==> src/rtl/cas_pkg.sv <==
package cas_pkg;
    localparam int OPK_W = 3;
    localparam int TGT_W = 2;

    typedef enum logic [OPK_W-1:0] {
        OPK_RD_MEM    = 3'd0,
        OPK_RD_REG    = 3'd1,
        OPK_RD_NFREE  = 3'd2,
        OPK_RD_STATUS = 3'd3,
        OPK_WR_CMD    = 3'd4,
        OPK_WR_DATA   = 3'd5,
        OPK_RSV6      = 3'd6,
        OPK_RSV7      = 3'd7
    } opk_e;

    typedef enum logic [TGT_W-1:0] {
        TGT_ANY  = 2'd0,
        TGT_TOP  = 2'd1,
        TGT_FREE = 2'd2,
        TGT_ANY3 = 2'd3
    } tgt_e;

    typedef struct packed {
        logic match;
        logic multi;
        logic full;
    } flags_t;

    typedef struct packed {
        logic drive;
        logic take;
    } resp_t;
endpackage

==> src/rtl/cas_flag_store.sv <==
module cas_flag_store
    import cas_pkg::*;
(
    input  logic   clk,
    input  logic   rst_n,
    input  logic   cmp_i,
    input  logic   hit_i,
    input  logic   multi_i,
    input  logic   full_i,
    input  logic   ctx_i,
    output flags_t flags_o
);
    flags_t flags_d, flags_q;

    always_comb begin
        flags_d = flags_q;
        if (cmp_i) begin
            flags_d.match = hit_i;
            flags_d.multi = multi_i;
            flags_d.full  = full_i;
        end
        if (ctx_i) begin
            flags_d.match = 1'b0;
            flags_d.multi = 1'b0;
        end
    end

    always_ff @(posedge clk or negedge rst_n) begin
        if (!rst_n) flags_q <= '0;
        else        flags_q <= flags_d;
    end

    assign flags_o = flags_q;

    assert_ctx_clears_R2: assert property (@(posedge clk) disable iff (!rst_n)
        ctx_i |=> (!flags_q.match && !flags_q.multi));

    assert_full_kept_R2: assert property (@(posedge clk) disable iff (!rst_n)
        (!cmp_i) |=> $stable(flags_q.full));

    assert_capture_R1: assert property (@(posedge clk) disable iff (!rst_n)
        (cmp_i && !ctx_i) |=> (flags_q.match == $past(hit_i)));
endmodule

==> src/rtl/cas_chain_link.sv <==
module cas_chain_link (
    input  logic up_match_i,
    input  logic up_room_i,
    input  logic loc_match_i,
    input  logic loc_full_i,
    output logic dn_match_o,
    output logic dn_room_o,
    output logic own_match_o,
    output logic own_free_o
);
    always_comb begin
        dn_match_o  = up_match_i | loc_match_i;
        dn_room_o   = up_room_i | ~loc_full_i;
        own_match_o = loc_match_i & ~up_match_i;
        own_free_o  = ~loc_full_i & ~up_room_i;
    end
endmodule

==> src/rtl/cas_resp_gate.sv <==
module cas_resp_gate
    import cas_pkg::*;
(
    input  logic             clk,
    input  logic             rst_n,
    input  logic             op_valid_i,
    input  logic [OPK_W-1:0] op_kind_i,
    input  logic [TGT_W-1:0] op_tgt_i,
    input  logic             own_match_i,
    input  logic             own_free_i,
    input  logic             sys_match_i,
    output logic             drive_o,
    output logic             take_o
);
    resp_t resp_d, resp_q;
    opk_e  kind;
    tgt_e  tgt;

    always_comb begin
        kind   = opk_e'(op_kind_i);
        tgt    = tgt_e'(op_tgt_i);
        resp_d = '0;
        if (op_valid_i) begin
            unique case (kind)
                OPK_RD_STATUS: resp_d.drive = own_match_i;
                OPK_RD_NFREE:  resp_d.drive = own_free_i;
                OPK_RD_MEM, OPK_RD_REG: begin
                    if (sys_match_i)
                        resp_d.drive = (tgt == TGT_FREE) ? own_free_i : own_match_i;
                end
                OPK_WR_CMD, OPK_WR_DATA: begin
                    if (tgt == TGT_TOP)       resp_d.take = own_match_i;
                    else if (tgt == TGT_FREE) resp_d.take = own_free_i;
                    else                      resp_d.take = 1'b1;
                end
                default: resp_d = '0;
            endcase
        end
    end

    always_ff @(posedge clk or negedge rst_n) begin
        if (!rst_n) resp_q <= '0;
        else        resp_q <= resp_d;
    end

    assign drive_o = resp_q.drive;
    assign take_o  = resp_q.take;

    assert_idle_quiet_R10: assert property (@(posedge clk) disable iff (!rst_n)
        !op_valid_i |=> (!drive_o && !take_o));

    assert_no_drive_unmatched_R6: assert property (@(posedge clk) disable iff (!rst_n)
        (op_valid_i && (op_kind_i == 3'd0 || op_kind_i == 3'd1) && !sys_match_i) |=> !drive_o);

    assert_status_owner_R5: assert property (@(posedge clk) disable iff (!rst_n)
        (op_valid_i && op_kind_i == 3'd3 && !own_match_i) |=> !drive_o);

    assert_targeted_write_R9: assert property (@(posedge clk) disable iff (!rst_n)
        (op_valid_i && op_kind_i >= 3'd4 && op_kind_i <= 3'd5 && op_tgt_i == 2'd1 && !own_match_i) |=> !take_o);

    assert_one_role_R10: assert property (@(posedge clk) disable iff (!rst_n)
        !(drive_o && take_o));
endmodule

==> src/rtl/cam_cascade_node.sv <==
module cam_cascade_node
    import cas_pkg::*;
(
    input  logic             clk,
    input  logic             rst_n,
    input  logic             cmp_i,
    input  logic             hit_i,
    input  logic             multi_i,
    input  logic             full_i,
    input  logic             ctx_sw_i,
    input  logic             up_match_i,
    input  logic             up_room_i,
    input  logic             sys_match_i,
    input  logic             op_valid_i,
    input  logic [OPK_W-1:0] op_kind_i,
    input  logic [TGT_W-1:0] op_tgt_i,
    output logic             int_match_o,
    output logic             int_multi_o,
    output logic             dn_match_o,
    output logic             dn_room_o,
    output logic             chain_full_o,
    output logic             bus_drive_o,
    output logic             take_write_o
);
    flags_t flags;
    logic   own_match, own_free;

    cas_flag_store u_flags (
        .clk     (clk),
        .rst_n   (rst_n),
        .cmp_i   (cmp_i),
        .hit_i   (hit_i),
        .multi_i (multi_i),
        .full_i  (full_i),
        .ctx_i   (ctx_sw_i),
        .flags_o (flags)
    );

    cas_chain_link u_link (
        .up_match_i  (up_match_i),
        .up_room_i   (up_room_i),
        .loc_match_i (flags.match),
        .loc_full_i  (flags.full),
        .dn_match_o  (dn_match_o),
        .dn_room_o   (dn_room_o),
        .own_match_o (own_match),
        .own_free_o  (own_free)
    );

    cas_resp_gate u_gate (
        .clk         (clk),
        .rst_n       (rst_n),
        .op_valid_i  (op_valid_i),
        .op_kind_i   (op_kind_i),
        .op_tgt_i    (op_tgt_i),
        .own_match_i (own_match),
        .own_free_i  (own_free),
        .sys_match_i (sys_match_i),
        .drive_o     (bus_drive_o),
        .take_o      (take_write_o)
    );

    assign int_match_o  = flags.match;
    assign int_multi_o  = flags.multi;
    assign chain_full_o = ~dn_room_o;

    assert_match_chain_R3: assert property (@(posedge clk) disable iff (!rst_n)
        up_match_i |-> dn_match_o);

    assert_room_chain_R4: assert property (@(posedge clk) disable iff (!rst_n)
        up_room_i |-> !chain_full_o);

    assert_full_needs_local_R4: assert property (@(posedge clk) disable iff (!rst_n)
        chain_full_o |-> !up_room_i);
endmodule

==> config.mk <==
export PLATFORM = sky130hd
export DESIGN_NAME = cam_cascade_node
export DESIGN_NICKNAME = d
export VERILOG_FILES = /design/src/rtl/cas_pkg.sv /design/src/rtl/cas_flag_store.sv /design/src/rtl/cas_chain_link.sv /design/src/rtl/cas_resp_gate.sv /design/src/rtl/cam_cascade_node.sv
export SDC_FILE = /design/constraint.sdc
export NUM_CORES = 1
export LEC_CHECK = 0
export ABC_AREA = 1
export BUFFER_PORTS_ARGS = -buffer_cell sky130_fd_sc_hd__buf_2
export CAP_MARGIN = 5
export CORE_AREA = 3 3 40 42
export CTS_CLUSTER_DIAMETER = 60
export CTS_CLUSTER_SIZE = 14
export DETAILED_ROUTE_END_ITERATION = 10
export DIE_AREA = 0 0 43 45
export GPL_TIMING_DRIVEN = 0
export SYNTH_ARGS = -nofsm -noshare
export SYNTH_HDL_FRONTEND = slang
export SYNTH_SLANG_ARGS = --single-unit
==> constraint.sdc <==
create_clock -name clk -period 0.8 [get_ports clk]
set_input_delay 0.2 -clock clk [delete_from_list [all_inputs] [get_ports clk]]
set_output_delay 0.2 -clock clk [all_outputs]
set_load 0.05 [all_outputs]
* Yosys cells after proc, flatten, opt, wreduce, memory -nomap -nowiden
Index checks and enable logic that the tools add are counted.
** Storage, ports and cells
- Bits in registers :: 5
- Latch bits :: 0
- RAM bits :: 0
- Memory bits (read-only) :: 0
- Input port bits :: 16
- Output and inout port bits :: 7
- Word-level logic and storage cells :: 33
- Memories :: 0
** Cells by class
- $add $sub $neg :: 0
- $mul :: 0
- Div/mod/pow operators :: 0
- Magnitude comparators :: 0
- Equality and inequality tests :: 7
- Shift operators :: 0
- Mux-type cells :: 9
- Bitwise operators :: 8
- Reductions and logical operators :: 4
** Operators by type and width (count)
- == test 3 x 2 -> 1 bit (second input constant) :: 2
- == test 3 bit (second input constant) :: 2
- 2-to-1 mux 1 bit :: 5
- 2-to-1 mux 2 bit :: 2
- inverter 1 bit :: 4
- OR reduction 2 bit :: 2
- == test 3 x 1 -> 1 bit (second input constant) :: 1
- logical NOT 3 bit :: 1
- 2-to-1 mux 3 bit :: 1
- one-hot mux 1 bit (3 select lines) :: 1
- AND 1 bit :: 2
- == test 2 x 1 -> 1 bit (second input constant) :: 1
- == test 2 bit (second input constant) :: 1
- bitwise OR 1 bit :: 2
- nonzero test 2 bit :: 1

* Longest topological paths before layout
- Depth in word-level cells :: 6
- Mapped depth :: 5
- Mapped depth without buffers :: 5

* Cells and area by module
From an unflattened synthesis, not the netlist that was laid out.
** Second synthesis, totals
- Cells, all modules :: 43
- Area, all modules :: 284.0 um2
** Modules (own cells, without submodules)
- cas_resp_gate :: times used 1, cells an instance 21, area an instance 131.4 um2, seq. area each 50.0 um2
- cas_flag_store :: times used 1, cells an instance 14, area an instance 122.6 um2, seq. area each 75.1 um2
- cas_chain_link :: times used 1, cells an instance 7, area an instance 26.3 um2, seq. area each 0.0 um2
- cam_cascade_node :: times used 1, cells an instance 1, area an instance 3.8 um2, seq. area each 0.0 um2

* Least setup slack after synthesis
Ideal clock, no wire load.
- Path kind :: register to output
- Start point :: reg u_flags.flags_q (netlist bit u_flags.flags_o[0])
- End point :: out dn_room_o
- Data arrival time :: 1497 ps
- Required time :: 600 ps
- Setup slack :: -897 ps
- Cell stages (with the launch flop) :: 4
- Path buffers :: 0
- Path through :: dfrtp_1 -> inv_2 -> nor2_1 -> inv_1
** On the way
- Word-level cells in the longest chain between the ends :: 2
** RTL lines
- start, declared :: line cas_flag_store.sv:13 : flags_t flags_d, flags_q;
- start signal, assigned :: line cas_flag_store.sv:30 : else flags_q <= flags_d;
- inverter 1 bit :: line cas_chain_link.sv:13 : dn_room_o = up_room_i | ~loc_full_i;
- bitwise OR 1 bit :: line cas_chain_link.sv:13
- end, declared :: line cam_cascade_node.sv:20 : output logic dn_room_o,
Every way passes these cells.

* Worst setup path after layout
- Start point :: reg u_flags.flags_q (netlist bit u_flags.flags_o[2])
- End point :: out dn_match_o
** On the way
- Word-level cells in the longest chain between the ends :: 1
** RTL lines
- bitwise OR 1 bit :: line cas_chain_link.sv:12 : dn_match_o = up_match_i | loc_match_i;
- end, declared :: line cam_cascade_node.sv:19 : output logic dn_match_o,
Every way passes these cells.

==> results by stage <==
Status:
- The run finished, with violations left.
- The final reports fail on setup timing.

Final layout:
- The fraction of layout instances using a drive strength above 1 is 64.9%.
- From synthesis to final layout, the design area changed by 99.6%.
- The final net count is 91.
- In the layout the commonest cells are 15 x buf_2, 8 x inv_1, 7 x nand2_1.
- Leaving out fill and tap cells, the most frequent cell in the layout is buf_2.
- Once layout is done, the placed cells without fillers occupy 602 um^2.
- The share of the core filled with cells in the final layout is 46.8%.
- The number of antenna diodes in the final layout is 0.

Power and ir drop:
- For this design the static power due to leakage is 0.332 nW.
- The power density normalized to cell area is 1430 mW/mm^2.
- The worst IR drop on VDD is 0.530 mV.
- Overall power consumption after layout is estimated at 0.858 mW.

Clock tree:
- TritonCTS built the clock tree.
- The number of clock sinks seen by CTS is 5.
- The clock insertion delay at the later pin of the skew report is 0.23 ns.
- In this run the number of H-tree levels came out at 1.
- The buffer type at the clock tree root is clkbuf_4.
- The post-CTS clock slew at the launch and capture registers of the worst setup and hold paths is 0.04 ns.
- Clock tree synthesis inserted a total of 3 buffers.
- The clock passes through at most 2 buffers.

Worst hold path:
- Counting instances, the worst hold path has a depth of 3.
- For hold timing, the worst endpoint is u_flags.flags_o[0]$_DFFE_PN0P_.
- The worst hold path class is input pin to register.
- The beginning of the worst hold path is full_i.

Place:
- Routability-driven placement finished with a final weighted congestion of 0.794.
- The worst setup slack after placement is -0.158 ns.
- In this run the cell area measured after placement is 448 um^2.
- After legalization and detailed placement, the total HPWL measured 561 um.
- The number of I/O port buffers is 22.

Detailed routing:
- After detailed routing, the number of remaining DRC violations is 0.
- The routed length per instance is 8.66 um.
- The pre-antenna-repair detailed-routing pass consisted of 2 iterations.
- The number of DRC markers after the initial detailed-route iteration is 3.
- The total number of vias is 367.
- Wires add up to 771 um.
- Dividing the detail-routed via count by the number of cells gives 4.12.
- The residual antenna-violating net count after detailed routing is 0.

STA:
- For the pin with the worst max-slew slack, the measured transition is 0.195 ns.
- The number of hold violations in the final report is 0.
- The clock tree skew after final layout is 0.00406 ns.
- Setup repair after global routing could not meet its margin everywhere.
- The worst setup margin is -0.316 ns.
- The final count of negative-setup-slack endpoints is 10.
- The relative slew slack is 87.0%.
- The fmax is 896 MHz.
- The final number of max-transition violations is 0.
- The final cycle utilization of the critical path is 140%.
- For the finished layout, the period the worst path requires is 1.12 ns.

Floorplan:
- Measured along the x axis, the die boundary spans 43 um.
- The die footprint is 0.00194 mm^2.
- The total area inside the core boundary comes to 0.00128 mm^2.
- The number of top-level pins is 23.
- The initial core utilization is 23.5%.
- The cell row count is 13.
- The y dimension of the die is 45 um.

Synthesis:
- A synthesized cell averages 7.01 um^2.
- The cell count after synthesis came out at 43.
- The biggest area contributor in the post-synthesis netlist is dfrtp_1.
- The proportion of netlist area held by the largest area contributor is 41.5%.
- By area the synthesized netlist is led by dfrtp_1 41%, inv_1 12%, nand2_1 12%.
- The synthesis warning total is 0.
- The count of unique library cells instantiated by Yosys is 12.
- The cell area that synthesis handed to floorplanning was 302 um^2.
- After synthesis the netlist holds a flip-flop and latch count of 5.
- The share of synthesized area occupied by flip-flops and latches is 41.5%.
- When the netlist entered floorplanning its net count stood at 59.

Critical path:
- The worst setup path is captured at an output port.
- The endpoint identified for the worst register-to-register timing path is u_gate.drive_o$_DFF_PN0_.
- The worst setup path is launched from a register.
- STA puts the critical path data arrival time at 0.92 ns.
- The setup slack of the most critical reg-to-reg path is -0.25 ns.
- In this run the critical register-to-register path is launched from u_flags.flags_o[0]$_DFFE_PN0P_.
- Of all nets on the critical path, the largest fanout is 3.
- The depth of the worst register-to-register path is 7.
- The critical path is of the register to output port type.
- Data on the critical path is required at its endpoint by 0.60 ns.

Global routing:
- The number of antenna violations at the first check in global routing is 0.
- The sum of overflow across all layers after global routing is 0.
- The number of global-route vias before repair is 347.
- The pin count of the biggest net entering global routing is 6.
- The total global-route track usage is 8.37%.
- The first global-routing pass estimated 1230 um of wire.

Run:
- The total of max-cap violations is 0.
==> where the power goes <==
part / internal, mW / leakage (nW) / switching, mW
registers: 0.269 / 0.0632 / 0.00875
logic: 0.132 / 0.254 / 0.171
clock network: 0.188 / 0.0150 / 0.0903
total: 0.588 / 0.332 / 0.270
==> flip-flops by register name, summed over array words and instances (netlist names) <==
name             count
u_flags.flags_o      3
u_gate.drive_o       1
u_gate.take_o        1
==> critical path, cell delays in order (launching register included) <==
cell and delay (ns):
dfrtp_2 0.42, inv_2 0.08, nand2_4 0.05, buf_8 0.14
==> metal layers <==
metal  vias up  global-route usage [%]  part of all wire, %
li1        188                       -                    -
met1       161                    9.78                   38
met2        16                    13.8                   49
met3         2                    1.99                   11
met4         0                    5.42                  1.7
met5         -                       0                    0
==> logic make-up after synthesis <==
kind of cell	share of synthesized area (%)
and+or+nand+nor	31.1
buffers and inverters	14.9
DFF	41.5
AOI/OAI and AO/OA	12.4
==> how the worst max path moves through the flow <==
| stage | start | endpoint | slack, ns | cells past startpoint |
|---|---|---|---|---|
| floorplan | u_flags.flags_o[0]$_DFFE_PN0P_ | dn_room_o | -0.34 | 3 |
| global placement | u_flags.flags_o[0]$_DFFE_PN0P_ | dn_room_o | -0.16 | 4 |
| CTS | u_flags.flags_o[0]$_DFFE_PN0P_ | dn_room_o | -0.31 | 4 |
| detailed placement | u_flags.flags_o[0]$_DFFE_PN0P_ | dn_room_o | -0.16 | 4 |
| global route | u_flags.flags_o[0]$_DFFE_PN0P_ | dn_room_o | -0.36 | 4 |
| finish | u_flags.flags_o[2]$_DFFE_PN0P_ | dn_match_o | -0.32 | 3 |
==> stage by stage <==
step / setup TNS (ns) / cells / hold WS (ns)
final: -2.05 / 89 / 0.181
after CTS: -1.98 / 88 / 0.179
after detailed placement: -0.580 / 80 / 0.0142
after global routing: -2.55 / 89 / 0.205
after floorplan: -0.700 / 43 / -0.0956
after global placement: -0.560 / 80 / 0.0157
==> synth_stat cells <==
library cell and instances:
nand2_2 2, nand3_1 4, o21ai_0 1, or2_4 1, a31oi_1 1, inv_1 10
nand2_1 10, nor2_1 4, o21ai_2 2, a21oi_2 1, dfrtp_1 5, inv_2 2
==> layout make-up <==
type                    count  area (um^2)
fillers                   121          683
repair buffers             27          209
multi-input cells          26          175
flip-flops and latches      5          128
inverters                  12         45.0
clock buffers               4         26.3
well taps                  15         18.8
==> timing repair <==
action	CTS	global route
resized for setup	18	10
endpoints found under the setup margin	9	10
pin swaps	2	2
endpoints found under the hold margin	5	0
hold buffers	1	0
buffers inserted	3	1
Power figures use the tool's default switching activity.
